[config.mk]
export PLATFORM = sky130hd
export DESIGN_NAME = dual_seq_detector
export DESIGN_NICKNAME = d
export VERILOG_FILES = /design/src/rtl/seqdet_pkg.sv /design/src/rtl/seqdet_next.sv /design/src/rtl/seqdet_state_reg.sv /design/src/rtl/seqdet_out.sv /design/src/rtl/dual_seq_detector.sv
export SDC_FILE = /design/constraint.sdc
export NUM_CORES = 1
export LEC_CHECK = 0
export CAP_MARGIN = 0
export CORE_AREA = 2 2 39 41
export DETAILED_ROUTE_END_ITERATION = 8
export DIE_AREA = 0 0 41 43
export GPL_TIMING_DRIVEN = 1
export HOLD_SLACK_MARGIN = 0.02
export PLACE_DENSITY_LB_ADDON = 0.12
export REMOVE_ABC_BUFFERS = 1
export SYNTH_ARGS = -nofsm -noshare
export SYNTH_HDL_FRONTEND = slang
export SYNTH_SLANG_ARGS = --single-unit
[constraint.sdc]
create_clock -name clk -period 1.9 [get_ports clk]
set_clock_uncertainty 0.2 [all_clocks]
set_input_delay 0.285 -clock clk [delete_from_list [all_inputs] [get_ports clk]]
set_output_delay 0.285 -clock clk [all_outputs]
set_load 0.01 [all_outputs]
[src/rtl/seqdet_pkg.sv]
package seqdet_pkg;

  localparam int          PAT_LEN = 5;
  localparam logic [PAT_LEN-1:0] PAT_A = 5'b10111;
  localparam logic [PAT_LEN-1:0] PAT_B = 5'b11001;
  localparam int          ST_W    = 4;

  // Each state names the longest tail of the stream that is a prefix
  // of either pattern; the two hit states hold a completed pattern.
  typedef enum logic [ST_W-1:0] {
    ST_IDLE  = 4'd0,
    ST_P1    = 4'd1,  // "1"
    ST_P10   = 4'd2,  // "10"
    ST_P101  = 4'd3,  // "101"
    ST_P1011 = 4'd4,  // "1011"
    ST_P11   = 4'd5,  // "11"
    ST_P110  = 4'd6,  // "110"
    ST_P1100 = 4'd7,  // "1100"
    ST_HIT_A = 4'd8,  // "10111"
    ST_HIT_B = 4'd9   // "11001"
  } det_state_t;

  function automatic det_state_t det_step(det_state_t s, logic b);
    det_state_t n;
    case (s)
      ST_IDLE:  n = b ? ST_P1    : ST_IDLE;
      ST_P1:    n = b ? ST_P11   : ST_P10;
      ST_P10:   n = b ? ST_P101  : ST_IDLE;
      ST_P101:  n = b ? ST_P1011 : ST_P10;
      ST_P1011: n = b ? ST_HIT_A : ST_P110;
      ST_P11:   n = b ? ST_P11   : ST_P110;
      ST_P110:  n = b ? ST_P101  : ST_P1100;
      ST_P1100: n = b ? ST_HIT_B : ST_IDLE;
      ST_HIT_A: n = b ? ST_P11   : ST_P110;
      ST_HIT_B: n = b ? ST_P11   : ST_P10;
      default:  n = ST_IDLE;
    endcase
    return n;
  endfunction

  function automatic logic det_is_hit(det_state_t s);
    return (s == ST_HIT_A) || (s == ST_HIT_B);
  endfunction

endpackage

[src/rtl/seqdet_next.sv]
module seqdet_next
  import seqdet_pkg::*;
(
  input  det_state_t cur,
  input  logic       x,
  output det_state_t nxt
);
  always_comb nxt = det_step(cur, x);
endmodule

[src/rtl/seqdet_state_reg.sv]
module seqdet_state_reg
  import seqdet_pkg::*;
(
  input  logic       clk,
  input  logic       rst,
  input  det_state_t nxt,
  output det_state_t cur
);
  always_ff @(posedge clk) begin
    if (rst) cur <= ST_IDLE;
    else     cur <= nxt;
  end
endmodule

[src/rtl/seqdet_out.sv]
module seqdet_out
  import seqdet_pkg::*;
(
  input  det_state_t cur,
  output logic       hit_a,
  output logic       hit_b,
  output logic       flag
);
  always_comb begin
    hit_a = (cur == ST_HIT_A);
    hit_b = (cur == ST_HIT_B);
    flag  = det_is_hit(cur);
  end
endmodule

[src/rtl/dual_seq_detector.sv]
module dual_seq_detector
  import seqdet_pkg::*;
(
  input  logic clk,
  input  logic rst,
  input  logic x,
  output logic z
);
  det_state_t state_q;
  det_state_t state_d;
  logic       hit_a;
  logic       hit_b;

  seqdet_next u_next (
    .cur (state_q),
    .x   (x),
    .nxt (state_d)
  );

  seqdet_state_reg u_reg (
    .clk (clk),
    .rst (rst),
    .nxt (state_d),
    .cur (state_q)
  );

  seqdet_out u_out (
    .cur   (state_q),
    .hit_a (hit_a),
    .hit_b (hit_b),
    .flag  (z)
  );
endmodule

# Yosys cells after proc, flatten, opt, wreduce, memory -nomap -nowiden
# Cells that the tools add are included.
# W data, S select, Z words.
# totals
reg_bits,4
inputBits,3
wordCells,23
out_inout_bits,1
# op_classes
n_reduce_logical,4
eq_ne,9
n_mux,9
# op_table
op,n
$pmux W4 S8,1
$eq A4 B3 Y1 const B,4
$mux W3,3
$eq A4 B2 Y1 const B,2
$eq A4 B4 Y1 const B,2
$mux W4,2
$eq A4 B1 Y1 const B,1
$logic_not A4 Y1,1
$mux W2,2
$reduce_or A2 Y1,2
$logic_or A1 B1 Y1,1
$mux W1,1

# Depth between registers and ports, before layout
# depth
word_depth,3
ltp_mapped,4

# By module
# A second synthesis with hierarchy kept.
# hier_totals
hier_cells,31
area_unflattened_um2,282.8
# modules_own_cells
module,cells_each,area_each_um2,n_inst
seqdet_next,20,142.6,1
seqdet_state_reg,8,105.1,1
seqdet_out,3,35.0,1

# Worst setup path after synthesis
# No wires, ideal clock.
# synth_timing
path_type,reg-to-reg
start,register u_reg.cur[1]
end,register u_reg.cur[1]
synth_period_minus_slack_ns,1.343
setup_slack_ns,0.557
path_stages_with_launch,5
arrival_ns,1.068
path_cell_list,dfxtp_1 buf_2 nor3b_2 or2b_1 a31oi_1
# synth_between
elab_chain_cells,3
elab_cells_between_ends,13
classes_between,eq/ne (9); mux (1); reduce/logical (3)
# synth_rtl
item,line,text
"start, declared",seqdet_state_reg.sv:7,output det_state_t cur
"start signal, assigned",seqdet_state_reg.sv:11,else cur <= nxt;
"$eq A4 B4 Y1, or another cell as far along",-,
$reduce_or A2 Y1 (no source line),-,
$pmux W4 S8 (*),seqdet_pkg.sv:25,case (s)
# Every way passes the cells marked *; elsewhere a longest branch is shown, timed or not.
# A chain may end at the register's enable or synchronous reset.

# Worst setup path after layout
# layout_timing
start,register u_reg.cur[1]
end,output port z
# layout_between
elab_chain_cells,2
elab_cells_between_ends,3
classes_between,eq/ne (2); reduce/logical (1)
# layout_rtl
item,line,text
"$eq A4 B4 Y1, on equally long branches",-,
$logic_or A1 B1 Y1 (*),seqdet_pkg.sv:42,return (s == ST_HIT_A) || (s == ST_HIT_B);
"end, declared",dual_seq_detector.sv:7,output logic z
# Marks and branches as above.

==> impl_metrics.csv <==
group,metric,value,unit
floorplanning,ioPinCount,4,
min_path,hp-class,"reg -> reg",
sta,final-max-slew-violation-count,0,
cts,worst_setup_hold_path_clk_slew,0.04,ns
critical_path,cp-endpoint,"z",
sta,max_clock_freq,0.611,GHz
drt,drtPass1Iterations,3,
drt,total_length_of_routed_wires,554,um
logic_synthesis,number_of_enable_flip_flop_cells_after_synthesis,0,
global_routing,grt-busiest-layer,"met1",
floorplanning,die-area,0.00176,mm^2
run,drv.max_cap_violation_count,0,
drt,viasPerCell,4.48,
power_and_ir_drop,cellLeakagePower,0.124,nW
cts,later_pin_clock_latency_in_the_skew_report,0.24,ns
power_and_ir_drop,vdd_drop_max,0.000184,V
floorplanning,floorplan.core_area,0.00138,mm^2
run_status,result_of_the_run,"finished clean",
critical_path,crit_path_max_fanout,7,
critical_path,timing.critical_path.required,1.41,ns
logic_synthesis,syn_area_per_cell,9.26,um^2
drt,post-route-drc-count,0,
critical_path,end_kind,"output port",
cts,postCtsResizedCells,3,
global_routing,vias_in_the_first_global_route,228,
logic_synthesis,share_of_the_synthesized_area_in_the_top_cell_type,0.288,
floorplanning,die-height,43,um
global_routing,globalRouteMet3Util,0.0314,
sta,fin_setup_tns,0,ns
cts,tritoncts,"yes",
global_routing,globalRouteMet2Util,0.100,
placement,post-dp-hpwl,371,um
critical_path,reg2regPathDepth,4,
sta,actual_slew_at_the_worst_max_slew_pin,0.335,ns
critical_path,crit_slowest_cell,"sky130_fd_sc_hd__dfxtp_1",
cts,cts_made_buffers,3,
critical_path,worstSetupStartpoint,"u_reg.cur[1]",
floorplanning,fp.dieW,41,um
global_routing,grt-ovfl-total,0,
logic_synthesis,synth_cell_types,20,
floorplanning,rows,14,
logic_synthesis,synth.ff_latch_count,4,
min_path,worst_hold_path.num_cells,2,
critical_path,crit-reg2reg-launch,"u_reg.cur[2]",
logic_synthesis,sequential_to_total_area_share_from_yosys_stat,0.288,
sta,final_hold_viol_count,0,
sta,slew_headroom,0.776,
global_routing,grt_antenna_before_repair,0,
floorplanning,initial_utilization,0.201,
critical_path,setup.worst_path.class,"reg -> out",
placement,finalWeightedCongestion,0.685,
drt,drt_iter0_markers,2,
logic_synthesis,synthDominantAreaCellType,"sky130_fd_sc_hd__dfxtp_1",
logic_synthesis,syn-instance-count,30,
sta,report.final.setup_viol,0,
final_layout,final_net_count,39,
global_routing,grt_max_degree,10,
final_layout,final_layout_size_suffix_gt1_frac,0.235,
placement,io_buffers,3,
critical_path,path_cells,"nor3b_4 > dlygate4sd2_1",
critical_path,worstReg2RegEnd,"u_reg.cur[1]",
logic_synthesis,synth.cell_area,278,um^2
critical_path,arrival,1.15,ns
cts,h-tree-depth,1,
cts,cts_sinks,4,
global_routing,grt_use_met1,0.113,
drt,final_antenna_net_count,0,
final_layout,antenna_diode_count,0,
logic_synthesis,synth_flop_cell,"sky130_fd_sc_hd__dfxtp_1",
logic_synthesis,synth_async_sr_flop_share,0,
final_layout,registers.top_by_ff_count,"u_reg.cur",
final_layout,area.growth.synth_to_final,22.5,%
sta,finalCriticalPeriod,1.64,ns
final_layout,biggestRegsByFlops,"u_reg.cur (4)",
critical_path,crit_path_start_kind,"flop",
drt,wire_length_per_cell,11.1,um
critical_path,setup.reg_to_reg.worst_slack,0.50,ns
sta,unrepaired_setup_endpoints_after_global_routing,"no",
cts,post_cts.repair.setup_buffers,0,
cts,post_cts_hold_buffer_count,0,
final_layout,largest_register_ff_count,4,
cts,max_buffers_root_to_sink,2,
logic_synthesis,ys_top_cells_by_area,"sky130_fd_sc_hd__dfxtp_1 (29%), sky130_fd_sc_hd__nand3b_1 (8.1%), sky130_fd_sc_hd__mux2i_1 (7.2%)",
global_routing,grt_first_pass_wirelength,979,um
critical_path,crit_path_max_incr_delay,0.40,ns
global_routing,aggregate_global_route_resource_usage,0.0884,
final_layout,postLayoutCoreUtil,0.246,
cts,ctsRootBufferMaster,"sky130_fd_sc_hd__clkbuf_4",
drt,routed-via-count,224,
logic_synthesis,synth.cells.most_frequent,"sky130_fd_sc_hd__dfxtp_1 (4), sky130_fd_sc_hd__a21oi_1 (3), sky130_fd_sc_hd__nand3b_1 (3)",
logic_synthesis,synth.yosys.warnings,0,
power_and_ir_drop,p_per_area,758,mW/mm^2
logic_synthesis,synthMostInstantiatedCell,"sky130_fd_sc_hd__dfxtp_1",
sta,min_period_over_period,0.861,
[kinds of logic after synthesis]
kind of cell | after synthesis | share of synthesized area
multiplexers | 3 | 0.113
XOR/XNOR | 1 | 0.0315
AO/OA/AOI/OAI | 7 | 0.158
flip-flops | 4 | 0.288
buffers and inverters | 5 | 0.126
AND/OR/NAND/NOR | 10 | 0.284
[critical path, delay by kind of cell (launching register included)]
family / cells / cell delay (ns)
buf+inv: 1 / 0.29
flops: 1 / 0.40
simple gates: 1 / 0.22
[through the flow]
stage | area (um^2) | instances | hold slack, ns | total power, mW | worst slack [ns]
3_3_place_gp | 312 | 47 | 0.351 | 0.146 | 0.207
6_report | 340 | 50 | 0.387 | 0.258 | 0.264
2_1_floorplan | 246 | 26 | 0.154 | 0.128 | 0.595
3_5_place_dp | 312 | 47 | 0.376 | 0.146 | 0.207
4_1_cts | 340 | 50 | 0.388 | 0.263 | 0.250
5_1_grt | 340 | 50 | 0.421 | 0.273 | 0.196
[worst min-delay path by stage]
| stage | startpoint | end | slack [ns] |
|---|---|---|---|
| after floorplan | rst | u_reg.cur[0] | 0.15 |
| after CTS | u_reg.cur[3] | u_reg.cur[1] | 0.39 |
| after global routing | u_reg.cur[3] | u_reg.cur[1] | 0.42 |
| final | u_reg.cur[3] | u_reg.cur[1] | 0.39 |
| after detailed placement | u_reg.cur[2] | u_reg.cur[2] | 0.38 |
| after global placement | u_reg.cur[2] | u_reg.cur[2] | 0.35 |
[report_power, final]
group	internal [mW]	switching (mW)	total, mW
Combinational	0.0259	0.0165	0.0424
Clock	0.0711	0.0413	0.112
Sequential	0.0906	0.0125	0.103
[per-layer routing]
metal	share of wire	vias to the layer above
met1	0.51	100
met2	0.42	4
met4	0.040	0
li1	-	116
met5	0	-
met3	0.032	4
[placed cells by master (no fill, tap or decap), types with 2 or more instances in the layout]
cell                              count
sky130_fd_sc_hd__buf_4                2
sky130_fd_sc_hd__clkdlybuf4s50_1      2
sky130_fd_sc_hd__dfxtp_1              3
sky130_fd_sc_hd__nand3b_1             3
sky130_fd_sc_hd__a21oi_1              3
sky130_fd_sc_hd__mux2i_1              2
sky130_fd_sc_hd__clkbuf_4             3
sky130_fd_sc_hd__nor2_1               2
[layout make-up]
| class | count | area, um^2 |
|---|---|---|
| Fill cell | 152 | 1040 |
| Multi-Input combinational cell | 21 | 169 |
| Sequential cell | 4 | 81.3 |
| Timing Repair Buffer | 5 | 43.8 |
| Clock buffer | 3 | 22.5 |
| Tap cell | 16 | 20.0 |
| Inverter | 1 | 3.75 |
No activity file was read; power rests on OpenSTA's default activity.
